$ cat config.mk
export PLATFORM = sky130hd
export DESIGN_NAME = fuse_seq
export DESIGN_NICKNAME = d
export VERILOG_FILES = /design/src/rtl/fuse_seq.sv
export SDC_FILE = /design/constraint.sdc
export NUM_CORES = 1
export LEC_CHECK = 0
export CAP_MARGIN = 0
export CELL_PAD_IN_SITES_DETAIL_PLACEMENT = 1
export CELL_PAD_IN_SITES_GLOBAL_PLACEMENT = 1
export CORE_ASPECT_RATIO = 2
export CORE_MARGIN = 8
export CORE_UTILIZATION = 55
export CTS_BUF_LIST = sky130_fd_sc_hd__clkbuf_2
export DETAILED_ROUTE_END_ITERATION = 10
export DONT_BUFFER_PORTS = 1
export GPL_ROUTABILITY_DRIVEN = 0
export GPL_TIMING_DRIVEN = 0
export PLACE_DENSITY_LB_ADDON = 0.1
export SKIP_LAST_GASP = 1
export SYNTH_ARGS = -nofsm -noshare
export SYNTH_HDL_FRONTEND = slang
export SYNTH_SLANG_ARGS = --single-unit
$ cat constraint.sdc
create_clock -name clk -period 7.68 [get_ports clk]
set_clock_uncertainty 0.05 [all_clocks]
set_input_delay 0.768 -clock clk [delete_from_list [all_inputs] [get_ports clk]]
set_output_delay 0.768 -clock clk [all_outputs]
set_load 0.01 [all_outputs]
$ cat src/rtl/fuse_seq.sv
module fuse_seq #(
  parameter int TOTAL_FUSES = 4096,
  parameter int DATA_W      = 32,
  parameter int CLK_MHZ     = 250,
  parameter int TCD_NS      = 40000,
  parameter int TKL_NS      = 10000,
  parameter int TMS_NS      = 1000,
  parameter int TASP_NS     = 1000,
  parameter int TPW_NS      = 20000,
  parameter int TPWI_NS     = 5000,
  localparam int IDX_W = (TOTAL_FUSES > 1) ? $clog2(TOTAL_FUSES) : 1,
  localparam int CNT_W = IDX_W + 1,
  localparam int BIT_W = $clog2(DATA_W)
) (
  input  logic              clk,
  input  logic              rst_n,
  input  logic              start,
  input  logic              req_op,
  input  logic [IDX_W-1:0]  req_index,
  input  logic [CNT_W-1:0]  req_count,
  input  logic [DATA_W-1:0] wr_data,
  output logic              wr_ready,
  output logic              rd_valid,
  output logic [DATA_W-1:0] rd_data,
  output logic              busy,
  output logic              done,
  output logic              err,
  output logic              fz_wake,
  output logic              fz_trim_en,
  output logic              fz_en,
  output logic              fz_pgm,
  output logic [1:0]        fz_mode,
  output logic              fz_clk,
  output logic [IDX_W-1:0]  fz_addr,
  output logic [BIT_W-1:0]  fz_bit,
  output logic              fz_spare,
  output logic              fz_din,
  output logic              fz_wr,
  input  logic [DATA_W-1:0] fz_dout
);

  function automatic int to_cyc(int ns);
    int c;
    c = (ns * CLK_MHZ + 999) / 1000;
    return (c < 1) ? 1 : c;
  endfunction

  localparam logic [31:0] W_CD   = 32'(to_cyc(TCD_NS) - 1);
  localparam logic [31:0] W_KL   = 32'(to_cyc(TKL_NS) - 1);
  localparam logic [31:0] W_MS   = 32'(to_cyc(TMS_NS) - 1);
  localparam logic [31:0] W_ASP  = 32'(to_cyc(TASP_NS) - 1);
  localparam logic [31:0] W_PW   = 32'(to_cyc(TPW_NS) - 1);
  localparam logic [31:0] W_PWI  = 32'(to_cyc(TPWI_NS) - 1);
  localparam logic [CNT_W:0] LIMIT = (CNT_W+1)'(TOTAL_FUSES);
  localparam logic [BIT_W-1:0] LAST_BIT = BIT_W'(DATA_W - 1);

  typedef enum logic [4:0] {
    S_IDLE, S_WAKE, S_TRIM, S_MODE, S_EN, S_PGM, S_WORD,
    S_CLKH, S_CLKL, S_SAMP, S_CAP, S_WRH, S_WRL, S_STEP,
    S_XWR, S_XPGM, S_XEN, S_XMODE, S_XTRIM, S_XWAKE, S_FIN
  } st_t;

  st_t               st;
  logic [31:0]       tmr;
  logic              op;
  logic [IDX_W-1:0]  idx;
  logic [CNT_W-1:0]  rem;
  logic [DATA_W-1:0] word;
  logic              refuse;

  assign refuse = ({2'b00, req_index} >= LIMIT) ||
                  (({2'b00, req_index} + {1'b0, req_count}) > LIMIT);
  assign busy = (st != S_IDLE);

  always_ff @(posedge clk or negedge rst_n) begin
    if (!rst_n) begin
      st <= S_IDLE; tmr <= '0; op <= 1'b0; idx <= '0; rem <= '0; word <= '0;
      wr_ready <= 1'b0; rd_valid <= 1'b0; rd_data <= '0; done <= 1'b0; err <= 1'b0;
      fz_wake <= 1'b0; fz_trim_en <= 1'b0; fz_en <= 1'b0; fz_pgm <= 1'b0;
      fz_mode <= 2'd0; fz_clk <= 1'b0; fz_addr <= '0; fz_bit <= '0;
      fz_spare <= 1'b0; fz_din <= 1'b0; fz_wr <= 1'b0;
    end else begin
      wr_ready <= 1'b0;
      rd_valid <= 1'b0;
      done     <= 1'b0;
      err      <= 1'b0;
      if (tmr != 32'd0) begin
        tmr <= tmr - 32'd1;
      end else begin
        case (st)
          S_IDLE: if (start) begin
            if (refuse) err <= 1'b1;
            else begin
              op <= req_op; idx <= req_index; rem <= req_count; st <= S_WAKE;
            end
          end
          S_WAKE: begin fz_wake <= 1'b1; st <= S_TRIM; end
          S_TRIM: begin fz_trim_en <= 1'b1; st <= op ? S_MODE : S_EN; end
          S_MODE: begin
            fz_clk <= 1'b0; fz_addr <= '0; fz_spare <= 1'b0; fz_bit <= '0;
            fz_din <= 1'b0; fz_wr <= 1'b0; fz_mode <= 2'd2;
            tmr <= W_MS; st <= S_EN;
          end
          S_EN:  begin fz_en <= 1'b1; st <= op ? S_PGM : S_WORD; end
          S_PGM: begin fz_pgm <= 1'b1; st <= S_WORD; end
          S_WORD: begin
            if (rem == '0) st <= op ? S_XWR : S_XEN;
            else begin
              fz_addr <= idx;
              if (op) begin wr_ready <= 1'b1; st <= S_CAP; end
              else st <= S_CLKH;
            end
          end
          S_CLKH: begin fz_clk <= 1'b1; tmr <= W_CD; st <= S_CLKL; end
          S_CLKL: begin fz_clk <= 1'b0; tmr <= W_KL; st <= S_SAMP; end
          S_SAMP: begin
            rd_data <= fz_dout; rd_valid <= 1'b1;
            idx <= idx + IDX_W'(1); rem <= rem - CNT_W'(1); st <= S_WORD;
          end
          S_CAP: begin
            word <= wr_data; fz_spare <= 1'b0; fz_bit <= '0; fz_din <= wr_data[0];
            tmr <= W_ASP; st <= S_WRH;
          end
          S_WRH: begin fz_wr <= 1'b1; tmr <= W_PW; st <= S_WRL; end
          S_WRL: begin fz_wr <= 1'b0; tmr <= W_PWI; st <= S_STEP; end
          S_STEP: begin
            if (fz_bit != LAST_BIT) begin
              fz_bit <= fz_bit + BIT_W'(1);
              fz_din <= word[fz_bit + BIT_W'(1)];
              tmr <= W_ASP; st <= S_WRH;
            end else if (!fz_spare) begin
              fz_spare <= 1'b1; fz_bit <= '0; fz_din <= word[0];
              tmr <= W_ASP; st <= S_WRH;
            end else begin
              fz_spare <= 1'b0;
              idx <= idx + IDX_W'(1); rem <= rem - CNT_W'(1); st <= S_WORD;
            end
          end
          S_XWR:   begin fz_wr <= 1'b0; st <= S_XPGM; end
          S_XPGM:  begin fz_pgm <= 1'b0; st <= S_XEN; end
          S_XEN:   begin fz_en <= 1'b0; st <= op ? S_XMODE : S_XTRIM; end
          S_XMODE: begin fz_mode <= 2'd0; st <= S_XTRIM; end
          S_XTRIM: begin fz_trim_en <= 1'b0; st <= S_XWAKE; end
          S_XWAKE: begin fz_wake <= 1'b0; st <= S_FIN; end
          S_FIN:   begin done <= 1'b1; st <= S_IDLE; end
          default: st <= S_IDLE;
        endcase
      end
    end
  end

  a_r5_strobe_in_burn_mode: assert property (@(posedge clk) disable iff (!rst_n)
    fz_wr |-> (fz_pgm && fz_en && fz_mode == 2'd2));
  a_r3_clock_only_reading: assert property (@(posedge clk) disable iff (!rst_n)
    fz_clk |-> (fz_en && !fz_pgm));
  a_r2_enable_needs_power: assert property (@(posedge clk) disable iff (!rst_n)
    fz_en |-> (fz_trim_en && fz_wake));
  a_r9_done_after_release: assert property (@(posedge clk) disable iff (!rst_n)
    $fell(fz_wake) |=> done);
  a_r1_refusal_quiet: assert property (@(posedge clk) disable iff (!rst_n)
    err |-> (!busy && !fz_wake));
  a_r6_ready_between_words: assert property (@(posedge clk) disable iff (!rst_n)
    wr_ready |-> (!fz_wr && fz_pgm && !fz_spare));
  a_r3_sample_clock_low: assert property (@(posedge clk) disable iff (!rst_n)
    rd_valid |-> (!fz_clk && fz_en));
  a_r9_busy_from_start: assert property (@(posedge clk) disable iff (!rst_n)
    $rose(busy) |-> $past(start));

endmodule

Yosys cells after proc, flatten, opt, wreduce, memory -nomap -nowiden
Index checks and enable logic that the tools add are counted.
{ "classes": {"order_cmp": 2, "eq_ne": 28, "reduce_logical": 37, "n_bitwise": 2, "mux": 57, "n_addsub": 5} }
{ "ops": {"columns": ["cell", "count"], "rows": [
  ["$pmux 32 s6", 1],
  ["$mux 32", 3],
  ["$pmux 5 s19", 1],
  ["$mux 12", 5],
  ["$mux 13", 4],
  ["$eq 5x4->1 const B", 8],
  ["$pmux 13 s3", 1],
  ["$pmux 12 s3", 1],
  ["$reduce_bool 32->1", 1],
  ["$sub 32x1->32 const B", 1],
  ["$mux 5", 6],
  ["$eq 5x5->1 const B", 5],
  ["$pmux 12 s2", 1],
  ["$eq 5x3->1 const B", 4],
  ["$reduce_and 2->1", 10],
  ["$reduce_bool 2->1", 9],
  ["$mux 1", 17],
  ["$reduce_and 3->1", 5],
  ["$add 12x13->14", 1],
  ["$gt 14x13->1 const B", 1],
  ["$pmux 1 s2", 7],
  ["$logic_not 13->1", 1],
  ["$sub 13x1->13 const B", 1],
  ["$add 12x1->12 const B", 1],
  ["24 further kinds", 36]
]} }
{ "word_totals": {"output_inout_bits": 64, "inputBits": 93, "ff_bits": 158} }

Depth between registers and ports, before layout
{ "logic_depth": {"word_depth": 6, "depth_mapped": 13, "mapped_depth_nobuf": 13} }

Worst setup path before layout
No wires, ideal clock.
{ "synth_path": {"kind": "in2reg", "startpoint": "input req_index[0]", "endpoint": "register idx[0]", "setup_time_ps": 126, "slack_ps": 4221, "arrival_time_ps": 3283, "t_required_ps": 7504, "path_stages": 12, "path_cell_list": "ha_1 > inv_1 > fa_1 > nand2b_1 > a21oi_1 > xor2_1 > nor4_2 > nand3b_1 > or3_1 > a221o_1 > buf_6 > a221o_1"} }
{ "synth_between": {"elab_chain_len": 4, "elab_cells_between_ends": 7} }
{ "synth_lines": {"columns": ["item", "line_no", "text"], "rows": [
  ["start: declaration", "19", "input logic [IDX_W-1:0] req_index,"],
  ["$add 12x13->14", "72", "(({2'b00, req_index} + {1'b0, req_count}) > LIMIT);"],
  ["$gt 14x13->1", "72", null],
  ["$ne 2x2->1 (no source line)", null, null],
  ["$reduce_and 6->1 (no source line)", null, null],
  ["end signal: assignment", "77", "st <= S_IDLE; tmr <= '0; op <= 1'b0; idx <= '0; rem <= '0; word <= '0;"],
  ["end signal: assignment", "94", "op <= req_op; idx <= req_index; rem <= req_count; st <= S_WAKE;"],
  ["end signal: assignment", "118", "idx <= idx + IDX_W'(1); rem <= rem - CNT_W'(1); st <= S_WORD;"],
  ["end: declaration", "66", "logic [IDX_W-1:0] idx;"]
]} }
Parallel ways exist; a longest one is shown, timed or not. The select of a mux whose other input is x is not followed.
A chain may end at the register's enable or synchronous reset.

Worst setup path in the final report
{ "layout_path": {"startpoint": "input req_index[0]", "endpoint": "register st[0]"} }
{ "layout_between": {"elab_chain_len": 4} }
{ "layout_lines": {"columns": ["item", "line_no", "text"], "rows": [
  ["$add 12x13->14", "72", null],
  ["$gt 14x13->1", "72", null],
  ["$ne 2x2->1 (no source line)", null, null],
  ["$reduce_and 3->1 (no source line)", null, null],
  ["end signal: assignment", "107", "if (rem == '0) st <= op ? S_XWR : S_XEN;"],
  ["end: declaration", "63", "st_t st;"]
]} }
No other way between the ends.

==> summary.txt <==
Finish
  – Area grow syn2layout: 11.5%
  – Nets: 1045
  – Final Non-Filler Cells: around 1100
  – Share of layout cells above drive strength 1: between 10 and 15%

Clock network
  – H-tree depth: 4
  – Clock transition at path regs: 310 ps
  – CTS resizes: 0
  – TritonCTS Buffers: 17
  – Root Buffer: clkbuf_2
  – Clk_lat worst skew: 800 ps
  – CTS sink count: around 160
  – Clk buf depth: 2
  – CTS tree: built

Logic synthesis
  – Synth warn: 0
  – Average cell area after synthesis: 9.88 um2
  – Number of flops mapped to enable cells by yosys: 0
  – Synth cell types: between 60 and 70
  – Synthesized area: 8520 um2
  – Synth top area cells: dfrtp_1 46%, mux2_2 7.1%, o21ai_0 4.3%, nand2_1 3.8%, ha_1 3.2%
  – Register bit total from synthesis: 157
  – Net count of the mapped netlist: 978
  – Ys async rst share: 100%
  – Yosys top cell area share: 46.1%
  – Synth cell count leaders: 157 x dfrtp_1, 86 x nand2_1, 74 x o21ai_0, 59 x nor2_1, 54 x mux2_2
  – Most frequent cell after synthesis: dfrtp_1
  – Yosys top cell by area: dfrtp_1
  – Post-synth top flop: dfrtp_1
  – Post-Synthesis Cells: between 800 and 900
  – Sequential area share after synthesis: 46.1%

Critical path
  – Reg-to-Reg End: rem[6]$_DFFE_PN0P_
  – Worst-case reg-to-reg path depth: 7
  – Family with the most delay on the worst path: compound AO/OA/AOI/OAI gates
  – Reg2reg start: tmr[4]$_DFFE_PN0P_
  – CP Capture Point: st[0]$_DFFE_PN0P_
  – CP peak stage delay: 960 ps
  – Crit. End Element: flip-flop
  – Worst Path Required: roughly 8300 ps
  – Arrival @ worst endpoint: 4510 ps
  – Startpoint types: input pin
  – Slowest stage cell, crit path: o31ai_1
  – CP Max Fanout: 10
  – CP Buf/Inv Count: 2
  – CP Class: in -> reg
  – Flop2flop setup slack: 3980 ps
  – Stages on worst setup path: 12
  – Crit path cell chain: ha_1, inv_1, fa_1, nand2b_1, a21oi_1, xor2_1, nor4_2, nand3b_1, o31ai_1, buf_2, nand2_1, a31oi_1
  – Worst setup startpoint: req_index[0]

Run
  – Max cap viols: 0

Floorplan
  – Initial Util: 56.0%
  – Core Rows: 64
  – Chip Width: 104 um
  – Ports: 157
  – Die area: 20000 um2
  – Core footprint: 15200 um2
  – Die Y: 192 um

Pwr
  – Static leakage: 0.00399 uW
  – Pwr per Cell Area: 152 nW/um2
  – Max IR drop VDD: roughly 0.17 mV

GRT
  – First-pass GRT wire length: 44.3 mm
  – Gr ovfl total: 0
  – Number of global-route vias before repair: 8143
  – GRT Resource Usage Total: 28.8%
  – Initial antenna violation count: 5
  – Largest net degree at the start of global routing: ~160

STA
  – RSZ-0062 raised after global routing: false
  – # setup viols final: 0
  – Worst-margin pin slew: 1150 ps
  – Final-report max-slew violation count: 0
  – Final hold vios: 0
  – Slew HR: between 20 and 25%
  – TNS Setup: 0 ps
  – Achievable Freq: 0.257 GHz
  – Tcrit/Tclk final: between 50% and 60%
  – Fin crit period: between 3000 and 4000 ps

Place
  – Port Buffers: 0
  – Placed Instances: 1060
  – Dpl hpwl: 22.2 mm

Route
  – DRC viols: 0
  – Total number of vias: between 7000 and 8000
  – Vias per cell: 6.68
  – DRT iter0 DRCs: 543
  – Routed Antenna Nets: 0
  – Drt wl/cell: ~29 um
  – Total Routed Length: 32.8 mm
  – TritonRoute pass-1 iters: 6

Worst hold path
  – Worst min-delay path class: in -> reg

Outcome
  – Status: completed
report_power, final:
group | internal, uW | switching [uW] | total [uW]
clock | 126 | 346 | 472
combinational | 50.9 | 73.8 | 125
sequential | 837 | 12.2 | 850
total | 1010 | 432 | 1450
per-stage QoR:
step / hold WS, ps / instance area, um2 / util [%] / setup WS (ps) / power, uW
after CTS: 0.903 / 9070 / 59.6 / 4170 / 1410
after floorplan: 390 / 8520 / - / 4220 / 920
final: 54.2 / 9500 / 62.4 / 3790 / 1450
after global routing: -17.6 / 9500 / 62.4 / 3820 / 1490
after global placement: 408 / 8760 / 57.6 / 3530 / 936
after detailed placement: 423 / 8760 / 57.6 / 3440 / 942
cell type report:
type,count,area [um2]
inverter,28,105
clock inverter,13,133
antenna,6,15.0
buffer,43,204
clock buffer,18,90.1
fill,1669,5710
timing repair buffer,48,498
tap,198,248
sequential,157,3930
multi-input combinational,634,4280
timing repair:
item,in CTS,in global routing
hold buffers,7,41
endpoints found under the hold margin,162,41
buffers inserted,0,0
how the worst min path moves through the flow:
stage	end	slack (ps)	from	cells after the start
after floorplan	tmr[6]$_DFFE_PN0P_	390	tmr[6]$_DFFE_PN0P_	1
after global placement	tmr[6]$_DFFE_PN0P_	410	tmr[6]$_DFFE_PN0P_	1
after detailed placement	word[7]$_DFFE_PN0P_	420	word[7]$_DFFE_PN0P_	1
after CTS	rd_data[3]$_DFFE_PN0P_	0.9	fz_dout[3]	1
after global routing	word[1]$_DFFE_PN0P_	-20	wr_data[1]	1
final	rem[3]$_DFFE_PN0P_	50	req_count[3]	2
per-layer routing:
layer	wire (um)	global-route usage, %
met4	2440	20.2
met2	18700	56.2
met5	0	0
met3	1690	6.49
met1	9980	25.3
cell usage in the layout (no fill, tap or decap), types with 14 or more instances in the layout:
cell type / Yosys / layout
o21ai_0: 74 / 74
dlygate4sd3_1: 0 / 47
nor3_1: 28 / 28
ha_1: 22 / 22
nand2_1: 86 / 86
a21oi_1: 53 / 53
o22ai_1: 15 / 15
nor2_1: 59 / 59
nand3_1: 22 / 22
dfrtp_1: 157 / 157
inv_1: 28 / 28
mux2_2: 54 / 54
nor4_1: 17 / 17
clkbuf_1: 19 / 19
clkbuf_2: 0 / 18
or3_1: 14 / 14
cells by family after synthesis:
group	after synthesis	synth area share, %
buf+inv	71	3.63
simple gates	295	17.2
mux	78	11.6
flops	157	46.1
fa+ha+maj	23	3.47
xor+xnor	23	2.37
compound gates	214	15.6
other cells	1	0.0440
sequential cells by signal, summed over array words and instances (netlist names), 5 cells and up:
| name | flops |
|---|---|
| fz_bit | 5 |
| rd_data | 32 |
| fz_addr | 12 |
| word | 32 |
| rem | 13 |
| idx | 12 |
| tmr | 32 |
| st | 5 |
(Power assumes the default switching activity.)
